[src/rtl/sac_pkg.sv]
`timescale 1ns/1ps
package sac_pkg;
   typedef enum logic [2:0] {
      ST_GAP, ST_IDLE, ST_SETUP, ST_LOW, ST_HIGH, ST_HOLD
   } sac_state_e;

   typedef enum logic [1:0] {
      FR_PWRCAL, FR_READ, FR_RDCAL
   } sac_frame_e;

   localparam int unsigned SAC_LEAD_BITS  = 2;
   localparam int unsigned SAC_CLK_PWRCAL = 16;
   localparam int unsigned SAC_CLK_READ   = 14;
   localparam int unsigned SAC_CLK_RDCAL  = 32;

   function automatic int unsigned sac_max(input int unsigned a, input int unsigned b);
      return (a > b) ? a : b;
   endfunction
endpackage

[src/rtl/sac_interval.sv]
`timescale 1ns/1ps
// Down-counting interval timer: after load with N-1 the done flag rises N cycles later.
module sac_interval #(
   parameter int unsigned TW      = 5,
   parameter int unsigned RST_VAL = 0
) (
   input  logic          clk,
   input  logic          rst_n,
   input  logic          load,
   input  logic [TW-1:0] load_val,
   output logic          done
);
   logic [TW-1:0] cnt_q;

   always_ff @(posedge clk or negedge rst_n) begin
      if (!rst_n)
         cnt_q <= TW'(RST_VAL);
      else if (load)
         cnt_q <= load_val;
      else if (cnt_q != '0)
         cnt_q <= cnt_q - 1'b1;
   end

   assign done = (cnt_q == '0);
endmodule

[src/rtl/sac_capture.sv]
`timescale 1ns/1ps
// Serial word capture with optional input synchronizer stages.
module sac_capture #(
   parameter int unsigned WORD_W      = 14,
   parameter int unsigned SYNC_STAGES = 0
) (
   input  logic              clk,
   input  logic              rst_n,
   input  logic              clr,
   input  logic              shift,
   input  logic              sdo,
   output logic [WORD_W-1:0] word,
   output logic              done_pulse
);
   localparam int unsigned CW = $clog2(WORD_W + 1);

   logic          sdo_s;
   logic [CW-1:0] cnt_q;

   generate
      if (SYNC_STAGES == 0) begin : g_direct
         assign sdo_s = sdo;
      end else begin : g_sync
         logic [SYNC_STAGES-1:0] pipe_q;
         always_ff @(posedge clk or negedge rst_n) begin
            if (!rst_n) pipe_q[0] <= 1'b0;
            else        pipe_q[0] <= sdo;
         end
         for (genvar i = 1; i < SYNC_STAGES; i++) begin : g_stage
            always_ff @(posedge clk or negedge rst_n) begin
               if (!rst_n) pipe_q[i] <= 1'b0;
               else        pipe_q[i] <= pipe_q[i-1];
            end
         end
         assign sdo_s = pipe_q[SYNC_STAGES-1];
      end
   endgenerate

   always_ff @(posedge clk or negedge rst_n) begin
      if (!rst_n) begin
         cnt_q      <= '0;
         word       <= '0;
         done_pulse <= 1'b0;
      end else if (clr) begin
         cnt_q      <= '0;
         word       <= '0;
         done_pulse <= 1'b0;
      end else begin
         done_pulse <= 1'b0;
         if (shift && (cnt_q < CW'(WORD_W))) begin
            word       <= {word[WORD_W-2:0], sdo_s};
            cnt_q      <= cnt_q + 1'b1;
            done_pulse <= (cnt_q == CW'(WORD_W - 1));
         end
      end
   end
endmodule

[src/rtl/sar_acq_ctrl.sv]
`timescale 1ns/1ps
module sar_acq_ctrl
   import sac_pkg::*;
#(
   parameter int unsigned DATA_W      = 12,
   parameter int unsigned SCLK_HALF   = 4,
   parameter int unsigned SETUP_CNT   = 2,
   parameter int unsigned HOLD_CNT    = 1,
   parameter int unsigned CSHIGH_CNT  = 6,
   parameter int unsigned ACQ_CNT     = 20,
   parameter int unsigned SYNC_STAGES = 0
) (
   input  logic              clk,
   input  logic              rst_n,
   input  logic              read_req,
   input  logic              cal_req,
   input  logic              sdo,
   output logic              cs_n,
   output logic              sclk,
   output logic              ready,
   output logic              sample_valid,
   output logic [DATA_W-1:0] sample,
   output logic              proto_err
);
   localparam int unsigned WORD_W  = DATA_W + SAC_LEAD_BITS;
   localparam int unsigned GAP_CNT = sac_max(CSHIGH_CNT, ACQ_CNT);
   localparam int unsigned MAX_CNT = sac_max(sac_max(SCLK_HALF, SETUP_CNT),
                                             sac_max(HOLD_CNT, GAP_CNT));
   localparam int unsigned TW      = $clog2(MAX_CNT + 1);
   localparam int unsigned EW      = $clog2(SAC_CLK_RDCAL + 1);

   generate
      if (SCLK_HALF < 1 || SETUP_CNT < 1 || HOLD_CNT < 1 ||
          CSHIGH_CNT < 1 || ACQ_CNT < 1) begin : g_bad_interval
         $error("sar_acq_ctrl: every interval count must be at least 1");
      end
      if (SYNC_STAGES >= SCLK_HALF) begin : g_bad_sync
         $error("sar_acq_ctrl: SYNC_STAGES must be below SCLK_HALF");
      end
      if (DATA_W < 1 || WORD_W > SAC_CLK_READ) begin : g_bad_width
         $error("sar_acq_ctrl: word does not fit a read frame");
      end
   endgenerate

   sac_state_e    st_q, st_d;
   sac_frame_e    kind_q, kind_d;
   logic          pwr_pend_q, pwr_pend_d;
   logic [EW-1:0] ecnt_q;
   logic          ecnt_inc, frame_start;
   logic          tmr_load, tmr_done;
   logic [TW-1:0] tmr_val;
   logic          cap_shift, cap_done;
   logic [WORD_W-1:0] word;
   logic          cs_n_q, sclk_q;

   function automatic logic [EW-1:0] clocks_of(input sac_frame_e k);
      case (k)
         FR_PWRCAL: return EW'(SAC_CLK_PWRCAL);
         FR_RDCAL:  return EW'(SAC_CLK_RDCAL);
         default:   return EW'(SAC_CLK_READ);
      endcase
   endfunction

   sac_interval #(.TW(TW), .RST_VAL(GAP_CNT - 1)) tmr_i (
      .clk      (clk),
      .rst_n    (rst_n),
      .load     (tmr_load),
      .load_val (tmr_val),
      .done     (tmr_done)
   );

   sac_capture #(.WORD_W(WORD_W), .SYNC_STAGES(SYNC_STAGES)) cap_i (
      .clk        (clk),
      .rst_n      (rst_n),
      .clr        (frame_start),
      .shift      (cap_shift),
      .sdo        (sdo),
      .word       (word),
      .done_pulse (cap_done)
   );

   always_comb begin
      st_d        = st_q;
      kind_d      = kind_q;
      pwr_pend_d  = pwr_pend_q;
      tmr_load    = 1'b0;
      tmr_val     = '0;
      frame_start = 1'b0;
      cap_shift   = 1'b0;
      ecnt_inc    = 1'b0;
      case (st_q)
         ST_GAP: if (tmr_done) begin
            if (pwr_pend_q) begin
               st_d        = ST_SETUP;
               kind_d      = FR_PWRCAL;
               pwr_pend_d  = 1'b0;
               frame_start = 1'b1;
               tmr_load    = 1'b1;
               tmr_val     = TW'(SETUP_CNT - 1);
            end else begin
               st_d = ST_IDLE;
            end
         end
         ST_IDLE: if (cal_req || read_req) begin
            st_d        = ST_SETUP;
            kind_d      = cal_req ? FR_RDCAL : FR_READ;
            frame_start = 1'b1;
            tmr_load    = 1'b1;
            tmr_val     = TW'(SETUP_CNT - 1);
         end
         ST_SETUP: if (tmr_done) begin
            st_d      = ST_LOW;
            cap_shift = 1'b1;
            tmr_load  = 1'b1;
            tmr_val   = TW'(SCLK_HALF - 1);
         end
         ST_LOW: if (tmr_done) begin
            st_d      = ST_HIGH;
            cap_shift = 1'b1;
            ecnt_inc  = 1'b1;
            tmr_load  = 1'b1;
            tmr_val   = TW'(SCLK_HALF - 1);
         end
         ST_HIGH: if (tmr_done) begin
            tmr_load = 1'b1;
            if (ecnt_q == clocks_of(kind_q)) begin
               st_d    = ST_HOLD;
               tmr_val = TW'(HOLD_CNT - 1);
            end else begin
               st_d    = ST_LOW;
               tmr_val = TW'(SCLK_HALF - 1);
            end
         end
         ST_HOLD: if (tmr_done) begin
            st_d     = ST_GAP;
            tmr_load = 1'b1;
            tmr_val  = TW'(GAP_CNT - 1);
         end
         default: st_d = ST_GAP;
      endcase
   end

   always_ff @(posedge clk or negedge rst_n) begin
      if (!rst_n) begin
         st_q       <= ST_GAP;
         kind_q     <= FR_PWRCAL;
         pwr_pend_q <= 1'b1;
         ecnt_q     <= '0;
         cs_n_q     <= 1'b1;
         sclk_q     <= 1'b1;
      end else begin
         st_q       <= st_d;
         kind_q     <= kind_d;
         pwr_pend_q <= pwr_pend_d;
         if (frame_start)   ecnt_q <= '0;
         else if (ecnt_inc) ecnt_q <= ecnt_q + 1'b1;
         cs_n_q <= (st_d == ST_GAP) || (st_d == ST_IDLE);
         sclk_q <= (st_d != ST_LOW);
      end
   end

   assign cs_n         = cs_n_q;
   assign sclk         = sclk_q;
   assign ready        = (st_q == ST_IDLE);
   assign sample_valid = cap_done && (kind_q != FR_PWRCAL);
   assign sample       = word[DATA_W-1:0];
   assign proto_err    = sample_valid && (|word[WORD_W-1:DATA_W]);
endmodule

[config.mk]
export PLATFORM = sky130hd
export DESIGN_NAME = sar_acq_ctrl
export DESIGN_NICKNAME = d
export VERILOG_FILES = /design/src/rtl/sac_pkg.sv /design/src/rtl/sac_interval.sv /design/src/rtl/sac_capture.sv /design/src/rtl/sar_acq_ctrl.sv
export SDC_FILE = /design/constraint.sdc
export NUM_CORES = 1
export LEC_CHECK = 0
export BUFFER_PORTS_ARGS = -buffer_cell sky130_fd_sc_hd__buf_4
export CORE_ASPECT_RATIO = 0.7
export CORE_UTILIZATION = 58
export CTS_CLUSTER_SIZE = 25
export DETAILED_ROUTE_END_ITERATION = 8
export PLACE_DENSITY = 0.87
export SKIP_LAST_GASP = 1
export SLEW_MARGIN = 15
export SYNTH_ARGS = -nofsm -noshare
export SYNTH_HDL_FRONTEND = slang
export SYNTH_SLANG_ARGS = --single-unit
[constraint.sdc]
create_clock -name clk -period 2.2 [get_ports clk]
set_input_delay 0.11 -clock clk [delete_from_list [all_inputs] [get_ports clk]]
set_output_delay 0.11 -clock clk [all_outputs]
set_load 0.05 [all_outputs]
# After elaboration in Yosys (flattened, before gate mapping)
# Cells that the tools add are included.
word_totals:
  output_inout_bits: 17
  ff_bits: 38
  wordCells: 90
  input_bits: 5
op_classes:
  mux: 43
  order_cmp: 1
  reduce_logical: 20
  eq_ne: 13
  add_sub_neg: 3
ops:
  columns: ["cell", "n"]
  rows:
  - ["2-to-1 mux 14 bit", 2]
  - ["one-hot mux 5 bit (5 select lines)", 1]
  - ["2-to-1 mux 6 bit", 4]
  - ["2-to-1 mux 3 bit", 7]
  - ["one-hot mux 3 bit (6 select lines)", 1]
  - ["2-to-1 mux 2 bit", 8]
  - ["2-to-1 mux 5 bit", 3]
  - ["one-hot mux 6 bit (2 select lines)", 1]
  - ["2-to-1 mux 1 bit", 11]
  - ["nonzero test 2 bit", 5]
  - ["2-to-1 mux 4 bit", 2]
  - ["adder 6 x 1 -> 6 bit, second input constant", 1]
  - ["== test 3 x 1 -> 1 bit, second input constant", 2]
  - ["== test 3 x 2 -> 1 bit, second input constant", 2]
  - ["== test 3 bit, second input constant", 2]
  - ["== test 6 bit", 1]
  - ["zero test 3 bit", 2]
  - ["zero test 5 bit", 1]
  - ["nonzero test 5 bit", 1]
  - ["subtractor 5 x 1 -> 5 bit, second input constant", 1]
  - ["adder 4 x 1 -> 4 bit, second input constant", 1]
  - ["== test 4 bit, second input constant", 1]
  - ["less-than comparator 4 bit, second input constant", 1]
  - ["inequality test 2 bit, second input constant", 2]
  - ["other kinds (13)", 17]

# Logic depth before layout (Yosys ltp)
# Gate-level depths: netlist of the first run.
logic_depth:
  word_depth: 10
  depth_mapped: 8
  mapped_depth_nobuf: 7

# Modules after synthesis
# From an unflattened synthesis of the first run, not the netlist that was laid out.
unflattened:
  hier_cells: 185
  area_unflattened_um2: 1984.4
modules_own_cells:
  columns: ["module", "seq_area_each_um2", "cells_per_inst", "instances", "area_per_inst_um2"]
  rows:
  - ["sac_capture", 475.5, 68, 1, 864.6]
  - ["sar_acq_ctrl", 354.1, 90, 1, 837.1]
  - ["sac_interval", 128.9, 27, 1, 282.8]

# Least setup slack after synthesis of the first run
# OpenSTA, ideal clock, no wires.
synth_timing:
  path_type: "register -> register"
  startpoint: "register st_q[1]"
  endpoint: "register tmr_i.cnt_q[1]"
  slack_ns: -0.155
  t_arrival_ns: 2.276
  setup_ns: 0.078
  path_stages_with_launch: 7
  cell_sequence: "dfrtp_1 clkbuf_1 nor3b_2 nand2_1 a21oi_1 o22ai_1 a31o_2"
synth_lines:
  columns: ["element", "line_no", "rtl"]
  rows:
  - ["from (decl)", "sar_acq_ctrl.sv:45", "sac_state_e st_q, st_d;"]
  - ["from (signal assigned)", "sar_acq_ctrl.sv:152", "st_q <= st_d;"]
  - ["== test 3 x 1 -> 1 bit *", null, null]
  - ["named net ready", "sar_acq_ctrl.sv:20", "output logic ready,"]
  - ["one-hot mux 5 bit (5 select lines) or one-hot mux 1 bit (3 select lines) (tied branches)", "sar_acq_ctrl.sv:91", "case (st_q)"]
  - ["2-to-1 mux 5 bit or nonzero test 2 bit (tied branches)", null, null]
  - ["to (signal assigned)", "sac_interval.sv:17", "cnt_q <= TW'(RST_VAL);"]
  - ["to (signal assigned)", "sac_interval.sv:19", "cnt_q <= load_val;"]
  - ["to (signal assigned)", "sac_interval.sv:21", "cnt_q <= cnt_q - 1'b1;"]
  - ["to (decl)", "sac_interval.sv:13", "logic [TW-1:0] cnt_q;"]
# The timed path passes the listed nets; every way through them passes the cells marked *.
# A chain may end at the register's enable or synchronous reset.

# Final worst setup path of the first run
layout_timing:
  startpoint: "register tmr_i.cnt_q[0]"
  endpoint: "register ecnt_q[1]"
layout_via:
  elab_chain_cells: 4
layout_lines:
  columns: ["element", "line_no", "rtl"]
  rows:
  - ["zero test 5 bit *", "sac_interval.sv:24", "assign done = (cnt_q == '0);"]
  - ["2-to-1 mux 1 bit (on tied branches)", "sar_acq_ctrl.sv:92, sar_acq_ctrl.sv:117", null]
  - ["one-hot mux 1 bit (2 select lines) or 2-to-1 mux 1 bit (tied branches)", "sar_acq_ctrl.sv:91", null]
  - ["2-to-1 mux 6 bit or nonzero test 2 bit (tied branches)", null, null]
  - ["to (signal assigned)", "sar_acq_ctrl.sv:156", "else if (ecnt_inc) ecnt_q <= ecnt_q + 1'b1;"]
  - ["to (decl)", "sar_acq_ctrl.sv:48", "logic [EW-1:0] ecnt_q;"]
# Mark *: on every way between the ends. The rest lies on a longest branch, timed or not.

==> results of run 1 <==
## per-layer routing
| layer | wire length (µm) | global-route usage, % | share of wire (%) |
|---|---|---|---|
| met1 | 1920 | 35.20 | 46 |
| met2 | 1913 | 35.02 | 46 |
| met3 | 271 | 6.395 | 6.5 |
| met4 | 54 | 8.654 | 1.3 |
| met5 | 0 | 0 | 0 |
## cells in the mapped netlist, types with 2 or more instances
library cell  number
inv_1              7
buf_4             12
and3_1             3
xnor2_1            3
nand2_1           42
dfrtp_1           32
nand4_1            3
nand3_1            5
nand3b_1           2
nor2_1            18
nand2b_1           2
a31o_2             2
nor2_2             2
nor4b_2            2
dfstp_2            6
o21a_1             3
nor3_1             4
xor2_1             5
buf_2              9
a21oi_1           24
ha_1               8
o21ai_0            7
## worst min-delay path by stage
stage | end | slack (ns) | cells after the start
3_3_place_gp | cap_i.word[3] | 0.10 | 1
4_1_cts | kind_q[0] | 0.02 | 2
3_5_place_dp | cap_i.word[3] | 0.1 | 1
2_1_floorplan | cap_i.cnt_q[0] | -0.19 | 0
5_1_grt | kind_q[0] | 0.04 | 2
6_report | kind_q[0] | 0.02 | 2
## cell type report
cell class | instances | area [µm²]
Multi-Input combinational cell | 158 | 963.4
Fill cell | 246 | 943.4
Clock buffer | 8 | 90.09
Tap cell | 47 | 58.81
Sequential cell | 38 | 958.4
Timing Repair Buffer | 31 | 235.2
Inverter | 7 | 26.28
## registers in the layout, summed over array words and instances (netlist names)
name              cells
tmr_i.cnt_q           5
cap_i.cnt_q           4
cs_n                  1
kind_q                2
pwr_pend_q            1
st_q                  3
sclk                  1
cap_i.done_pulse      1
cap_i.word           14
ecnt_q                6
## layout by cell type, fill, tap and decap left out, types with 2 or more instances in the layout
master | netlist | routed
a21oi_1 | 24 | 24
a31o_2 | 2 | 2
and3_1 | 3 | 3
buf_4 | 12 | 30
clkbuf_1 | 1 | 2
clkbuf_8 | 0 | 6
dfrtp_1 | 32 | 32
dfstp_2 | 6 | 6
ha_1 | 8 | 8
inv_1 | 7 | 7
nand2_1 | 42 | 42
nand2b_1 | 2 | 2
nand3_1 | 5 | 5
nand3b_1 | 2 | 2
nand4_1 | 3 | 3
nor2_1 | 18 | 18
nor2_2 | 2 | 2
nor3_1 | 4 | 4
nor4b_2 | 2 | 2
o21a_1 | 3 | 3
o21ai_0 | 7 | 7
xnor2_1 | 3 | 3
xor2_1 | 5 | 5
## kinds of logic after synthesis
| logic type | count (synthesis) | synth area share [%] |
|---|---|---|
| simple gates | 90 | 21.39 |
| flops | 38 | 46.14 |
| xor+xnor | 8 | 3.374 |
| mux | 1 | 0.4819 |
| buf+inv | 29 | 7.952 |
| compound gates | 51 | 15.84 |
| fa+ha+maj | 8 | 4.819 |
## stage by stage
| step | cell area, µm² | utilization, % | cells | setup WS [ns] | power (mW) |
|---|---|---|---|---|---|
| 2_1_floorplan | 2083 | - | 225 | 0.09653 | 0.7137 |
| 3_3_place_gp | 2213 | 67.57 | 278 | 0.1619 | 0.7342 |
| 3_5_place_dp | 2213 | 67.57 | 278 | 0.09911 | 0.7340 |
| 4_1_cts | 2313 | 70.63 | 287 | 0.09201 | 1.230 |
| 5_1_grt | 2332 | 71.20 | 289 | 0.02263 | 1.267 |
| 6_report | 2332 | 71.20 | 289 | 0.1566 | 1.215 |
## power groups by stage
stage / sequential, mW / clock, mW / combinational, mW
final: 0.699 / 0.494 / 0.0223
after global placement: 0.712 / 0 / 0.0224
after CTS: 0.698 / 0.508 / 0.0235
after floorplan: 0.712 / 0 / 0.00170
after detailed placement: 0.712 / 0 / 0.0222
after global routing: 0.698 / 0.541 / 0.0270
## repair_timing
action,4_1_cts,5_1_grt
setup buffers,0,2
endpoints found under the setup margin,0,2
hold buffers,1,0
hold endpoints to repair,32,0
gates resized for setup,0,1
==> impl_metrics.json, run 1 <==
{
  "status": "completed",
  "swShare_pct": 20.92,
  "core.rowCount": 17,
  "switchingPower_mw": 0.2543,
  "setup_violations": 0,
  "ys_ff_latch": 38,
  "synth.distinct_cells": 46,
  "crit_path_end_kind": "register",
  "synth-edff-count": 0,
  "cts.htree.levels": 2,
  "timing.final.crit_share_pct": 92.88,
  "routed_wl_um": 4160,
  "regToRegSetupSlack_ns": 0.16,
  "worst_path_dominant_cell_family": "simple AND/OR/NAND/NOR gates",
  "grt_pass1_wl_um": 6837,
  "pwr-share-comb_pct": 1.8,
  "die-width_um": 73.53,
  "vias": 1622,
  "max_freq_mhz": 489.4,
  "rr_startpoint": "tmr_i.cnt_q[0]",
  "drv_slew": 0,
  "syn-cell-area_um2": 2077,
  "p_seq_share_pct": 57.5,
  "path_clk_slew_ns": 0.07,
  "path_depth": 7,
  "tritoncts": "built",
  "ir_drop_mv": 0.4964,
  "clock-sinks": 38,
  "finalCriticalPeriod_ns": 2.043,
  "viasPerCell": 5.612,
  "start_util_pct": 63.41,
  "slowest_delay_ns": 0.53,
  "clkLatencyLatePin_ns": 0.29,
  "cp-startpoint": "tmr_i.cnt_q[0]",
  "min_path_type": "in2reg",
  "nNetsFinal": 254,
  "tns_ns": 0,
  "r2r_end": "ecnt_q[1]",
  "boundaryPins": 22,
  "cellLeakagePower_nw": 1.025,
  "drive_gt1_share_pct": 22.31,
  "wl_per_cell_um": 14.39,
  "tightest_slew_ns": 0.4578,
  "synth_top_flop_cell": "dfrtp_1",
  "skew_ns": 0.005654,
  "yosysTopAreaCellShare_pct": 38.55,
  "path_max_fanout": 7,
  "clk_path_buf_depth": 2,
  "timing.reg2reg.worst_path_depth": 7,
  "hpwl_um": 2796,
  "critPathArrivalTime_ns": 2.22,
  "crit_buf_inv": 2,
  "netlist_top_cells_area": "dfrtp_1, dfstp_2, nand2_1",
  "min_from": "cal_req",
  "clkPwrFrac_pct": 40.7,
  "p_per_area_nw_per_um2": 521.1,
  "grt_antenna_before_repair": 0,
  "grt_max_degree": 39,
  "root_buffer": "clkbuf_8",
  "diodes": 0,
  "hold_viol": 0,
  "rsz0062_at_grt": "no",
  "drv_cap": 0,
  "place_congestion": 0.9518,
  "dr.pass1.iters": 4,
  "synth_largest_area_cell": "dfrtp_1",
  "chipHeight_um": 52.07,
  "crit_chain": "inv_1, ha_1, or4b_4, nor3_4, buf_4, mux2i_1, nor2_1",
  "synth_nets": 238,
  "syn_avg_cell_area_um2": 9.231,
  "area_growth_pct": 12.29,
  "crit_type": "reg2reg",
  "drc": 0,
  "crit_slowest_cell": "or4b_4",
  "yosysWarnings": 0,
  "ant_nets": 0,
  "overflow": 0,
  "maxSlewHeadroom_pct": 69.48,
  "worst_setup_path_start_kind": "register",
  "intPower_mw": 0.9611,
  "grt_pass1_vias": 1481,
  "synth-seq-area-share_pct": 46.14,
  "port_buffers": 21,
  "whs_ns": 0.02332,
  "grt_use_total_pct": 24.27,
  "drt_iter0_markers": 105,
  "cts_buffers": 5,
  "crit_path_end": "ecnt_q[1]",
  "synth_cells": 225,
  "cp.required_ns": 2.38,
  "core_area_um2": 3276,
  "synthArstFlopShare_pct": 100.0,
  "dieArea_um2": 3828
}
(Power assumes the default switching activity.)
==> run 2: changes to the inputs <==
- MAX_ROUTING_LAYER: default -> met4
==> impl_metrics.json, run 2 (synthesis gave the netlist of run 1 again) <==
{
  "clock-sinks": 38,
  "nNetsFinal": 252,
  "root_buffer": "clkbuf_8",
  "timing.reg2reg.worst_path_depth": 7,
  "worst_setup_path_start_kind": "register",
  "overflow": 0,
  "cts_buffers": 5,
  "grt_pass1_vias": 1517,
  "final_cell_area_um2": 2317,
  "crit_path_end_kind": "register",
  "drt_iter0_markers": 91,
  "diodes": 0,
  "crit_buf_inv": 1,
  "core_area_um2": 3276,
  "met3_usage_pct": 6.589,
  "setup_violations": 0,
  "ir_drop_mv": 0.4307,
  "path_max_fanout": 6,
  "clkLatencyLatePin_ns": 0.28,
  "grt_busiest_layer": "met1",
  "viasPerCell": 5.739,
  "min_path_type": "in2reg",
  "tightest_slew_ns": 0.4664,
  "regToRegSetupSlack_ns": 0.13,
  "crit_slowest_cell": "or4b_4",
  "layout_common_cells": "nand2_1, dfrtp_1, buf_4",
  "chipHeight_um": 52.07,
  "grt_antenna_before_repair": 0,
  "finalCriticalPeriod_ns": 2.074,
  "skew_ns": 0.003166,
  "critPathArrivalTime_ns": 2.28,
  "hold_depth": 2,
  "p_per_area_nw_per_um2": 512.4,
  "vias": 1647,
  "regMostFlops": "cap_i.word",
  "routed_wl_um": 4189,
  "nFillCells": 270,
  "drive_gt1_share_pct": 22.50,
  "place_congestion": 0.9382,
  "core.rowCount": 17,
  "fin_util_pct": 70.74,
  "drv_slew": 0,
  "final_common_cell": "nand2_1",
  "use_met2_pct": 36.54,
  "swShare_pct": 21.78,
  "p_seq_share_pct": 58.8,
  "intPower_mw": 0.9288,
  "cp.required_ns": 2.40,
  "crit_type": "reg2reg",
  "tritoncts": "built",
  "boundaryPins": 22,
  "cellLeakagePower_nw": 1.014,
  "timing.final.crit_share_pct": 94.25,
  "slowest_delay_ns": 0.53,
  "die-width_um": 73.53,
  "worst_path_dominant_cell_family": "simple AND/OR/NAND/NOR gates",
  "grt_max_degree": 39,
  "path_clk_slew_ns": 0.07,
  "max_freq_mhz": 482.3,
  "wl_per_cell_um": 14.60,
  "rsz0062_at_grt": "yes",
  "clk_path_buf_depth": 2,
  "dr.pass1.iters": 4,
  "drc": 0,
  "ant_nets": 0,
  "place_area_um2": 2213,
  "maxSlewHeadroom_pct": 68.90,
  "largest_register_ffs": 14,
  "dieArea_um2": 3828,
  "crit_chain": "inv_1, ha_1, or4b_4, a211oi_1, a21oi_1, nor3_1, nand2b_1",
  "status": "completed",
  "pwr-share-comb_pct": 1.9,
  "top_regs": "cap_i.word (14), ecnt_q (6), tmr_i.cnt_q (5)",
  "switchingPower_mw": 0.2586,
  "start_util_pct": 63.41,
  "cts.htree.levels": 2,
  "hold_viol": 0,
  "clkPwrFrac_pct": 39.2,
  "grt.met1_usage_pct": 36.93,
  "grt_pass1_wl_um": 7176,
  "area_growth_pct": 11.57,
  "cts_setup_buffers": 0,
  "path_depth": 7,
  "port_buffers": 21,
  "hpwl_um": 2878,
  "drv_cap": 0,
  "grt_use_total_pct": 25.90
}
run 2: changes by cell type in the layout (fill, tap and decap cells not counted), sizes merged:
cell and delta:
buf -2, clkbuf -2, clkinv +2
run 2: what timing repair did:
action | CTS | global route
gates resized for setup | 0 | 2
setup endpoints to repair | 0 | 6
hold endpoints to repair | 32 | 0
hold buffers | 1 | 0
run 2: metrics by stage:
stage	setup TNS (ns)	setup slack [ns]	cells	power (mW)	hold WS, ns
finish	0	0.1265	287	1.187	0.04130
global route	-0.004436	-0.004436	287	1.241	0.05574
CTS	0	0.05281	287	1.199	0.03786
detailed placement	0	0.08790	278	0.7342	0.09830
global placement	0	0.1606	278	0.7341	0.1011
floorplan	0	0.09653	225	0.7137	-0.1856
run 2: worst reg2reg max path: stages (launching register included):
cell and delay (ns):
dfstp_2 0.38, inv_1 0.09, ha_1 0.21, or4b_4 0.53
a211oi_1 0.25, a21oi_1 0.08, nor3_1 0.33, nand2b_1 0.12
run 2: path summary, 6_finish.rpt:
kind                                     start             to
worst max-delay path            tmr_i.cnt_q[0]           sclk
worst min-delay path                   cal_req      kind_q[0]
worst max register to register  tmr_i.cnt_q[0]           sclk
worst min register to register      pwr_pend_q     pwr_pend_q
max in group asynchronous                rst_n           cs_n
min in group asynchronous                rst_n  cap_i.word[3]
run 2: metal layers:
| layer | vias up | share of wire, % |
|---|---|---|
| met5 | - | 0 |
| met4 | 0 | 1.5 |
| met3 | 11 | 6.5 |
| met2 | 58 | 45 |
| met1 | 791 | 47 |
| li1 | 787 | - |
run 2: layout make-up:
class                   count  area [µm²]  share of cell area, %
well taps                  47       58.81                  2.538
multi-input cells         158       967.2                  41.74
clock inverters             2       13.76                 0.5940
clock buffers               6       72.57                  3.132
inverters                   7       26.28                  1.134
flip-flops and latches     38       958.4                  41.36
repair buffers             29       220.2                  9.503
run 2: power groups by stage:
| stage | combinational [mW] | clock [mW] | sequential, mW |
|---|---|---|---|
| final | 0.0227 | 0.466 | 0.699 |
| after global placement | 0.0223 | 0 | 0.712 |
| after floorplan | 0.00170 | 0 | 0.712 |
| after CTS | 0.0237 | 0.477 | 0.698 |
| after detailed placement | 0.0224 | 0 | 0.712 |
| after global routing | 0.0270 | 0.515 | 0.698 |
==> run 3: changes to the inputs <==
==> constraint.sdc (replaced) <==
create_clock -name clk -period 2.2 [get_ports clk]
set_input_delay 0.11 -clock clk [delete_from_list [all_inputs] [get_ports clk]]
set_output_delay 0.11 -clock clk [all_outputs]
set_load 0.1 [all_outputs]
==> impl_metrics.json, run 3 (synthesis gave the netlist of run 1 again) <==
{
  "layout_common_cells": "nand2_1, dfrtp_1, buf_4",
  "start_util_pct": 63.41,
  "routed_wl_um": 4203,
  "diodes": 0,
  "core.rowCount": 17,
  "min_path_type": "in2reg",
  "tightest_slew_ns": 0.4673,
  "grt_pass1_vias": 1579,
  "hold_viol": 0,
  "port_buffers": 21,
  "area_growth_pct": 13.98,
  "drv_cap": 0,
  "ant_nets": 0,
  "clkLatencyLatePin_ns": 0.30,
  "overflow": 0,
  "cts.htree.levels": 2,
  "maxSlewHeadroom_pct": 68.85,
  "nNetsFinal": 253,
  "nFillCells": 253,
  "drt_iter0_markers": 106,
  "finalPower_mw": 1.214,
  "max_freq_mhz": 496.7,
  "path_clk_slew_ns": 0.07,
  "final_common_cell": "nand2_1",
  "viasPerCell": 5.708,
  "clk_path_buf_depth": 2,
  "setup_violations": 0,
  "largest_register_ffs": 14,
  "drv_slew": 0,
  "cts_buffers": 5,
  "drc": 0,
  "boundaryPins": 22,
  "grt_pass1_wl_um": 7169,
  "chipHeight_um": 52.07,
  "hpwl_um": 2961,
  "vias": 1644,
  "critPathArrivalTime_ns": 2.20,
  "p_per_area_nw_per_um2": 512.9,
  "tritoncts": "built",
  "ir_drop_mv": 0.4373,
  "dr.pass1.iters": 4,
  "finalCriticalPeriod_ns": 2.013,
  "grt_use_total_pct": 26.41,
  "grt_max_degree": 39,
  "place_congestion": 0.9411,
  "top_regs": "cap_i.word (14), ecnt_q (6), tmr_i.cnt_q (5)",
  "seqCellArea_um2": 958.4,
  "worst_setup_path_start_kind": "register",
  "root_buffer": "clkbuf_8",
  "crit_path_end_kind": "register",
  "dieArea_um2": 3828,
  "grt_antenna_before_repair": 0,
  "multi_input_area_um2": 992.2,
  "regMostFlops": "cap_i.word",
  "rsz0062_at_grt": "no",
  "skew_ns": 0.005212,
  "place_area_um2": 2255,
  "final_cell_area_um2": 2367,
  "cellLeakagePower_nw": 1.024,
  "wl_per_cell_um": 14.59,
  "status": "completed",
  "core_area_um2": 3276,
  "timing.final.crit_share_pct": 91.51,
  "die-width_um": 73.53,
  "path_max_fanout": 7,
  "crit_type": "reg2reg",
  "drive_gt1_share_pct": 24.07,
  "clock-sinks": 38,
  "cp.required_ns": 2.39
}
[run 3: worst paths after layout]
| kind | start | to | slack (ns) | cells after the start |
|---|---|---|---|---|
| max | tmr_i.cnt_q[0] | ecnt_q[1] | 0.19 | 7 |
| min reg2reg | pwr_pend_q | pwr_pend_q | 0.49 | 2 |
| min in group asynchronous | rst_n | cap_i.word[2] | 0.30 | 2 |
| min | cal_req | kind_q[0] | 0.05 | 2 |
| max reg2reg | tmr_i.cnt_q[0] | ecnt_q[1] | 0.19 | 7 |
| max in group asynchronous | rst_n | cs_n | 1.53 | 2 |
[run 3: per-stage QoR]
step	util [%]	instances	TNS [ns]	hold slack, ns	setup WS (ns)
after CTS	71.93	287	0	0.03351	0.04625
after global routing	72.27	288	0	0.03060	0.04891
final	72.27	288	0	0.04513	0.1869
after floorplan	-	225	-2.733	-0.1856	-0.1294
after detailed placement	68.83	278	0	0.09939	0.06101
after global placement	68.83	278	0	0.1001	0.1321
[run 3: worst max-delay path, stage by stage, from the launching register on]
cell,delay (ns)
dfstp_2,0.38
inv_1,0.09
ha_1,0.20
or4b_4,0.54
nor3_4,0.27
buf_4,0.18
mux2i_1,0.17
nor2_1,0.06
[run 3: area by class of cell]
class | instances | share of cell area, %
sequential | 38 | 40.49
clock inverter | 1 | 0.2114
multi-input combinational | 158 | 41.91
inverter | 7 | 1.110
tap | 47 | 2.484
clock buffer | 7 | 3.647
timing repair buffer | 30 | 10.15
[run 3: repair_timing]
item / 4_1_cts / 5_1_grt
setup endpoints to repair: 0 / 6
endpoints found under the hold margin: 32 / 0
hold buffers: 1 / 0
gates resized for setup: 0 / 1
buffers inserted: 0 / 1
[run 3: where the power goes]
part	internal (mW)	total, mW	switching [mW]
clock network	0.252	0.492	0.239
registers	0.699	0.699	0
logic	0.00681	0.0232	0.0164
[run 3: metal layers]
metal  up-vias  global-route usage (%)  wire [µm]  part of all wire, %
li1        791                       -          -                    -
met1       800                   35.24       2031                   48
met2        48                   38.84       1876                   45
met3         5                   9.109        255                  6.1
met4         0                   6.731         39                 0.93
met5         -                       -          0                    0
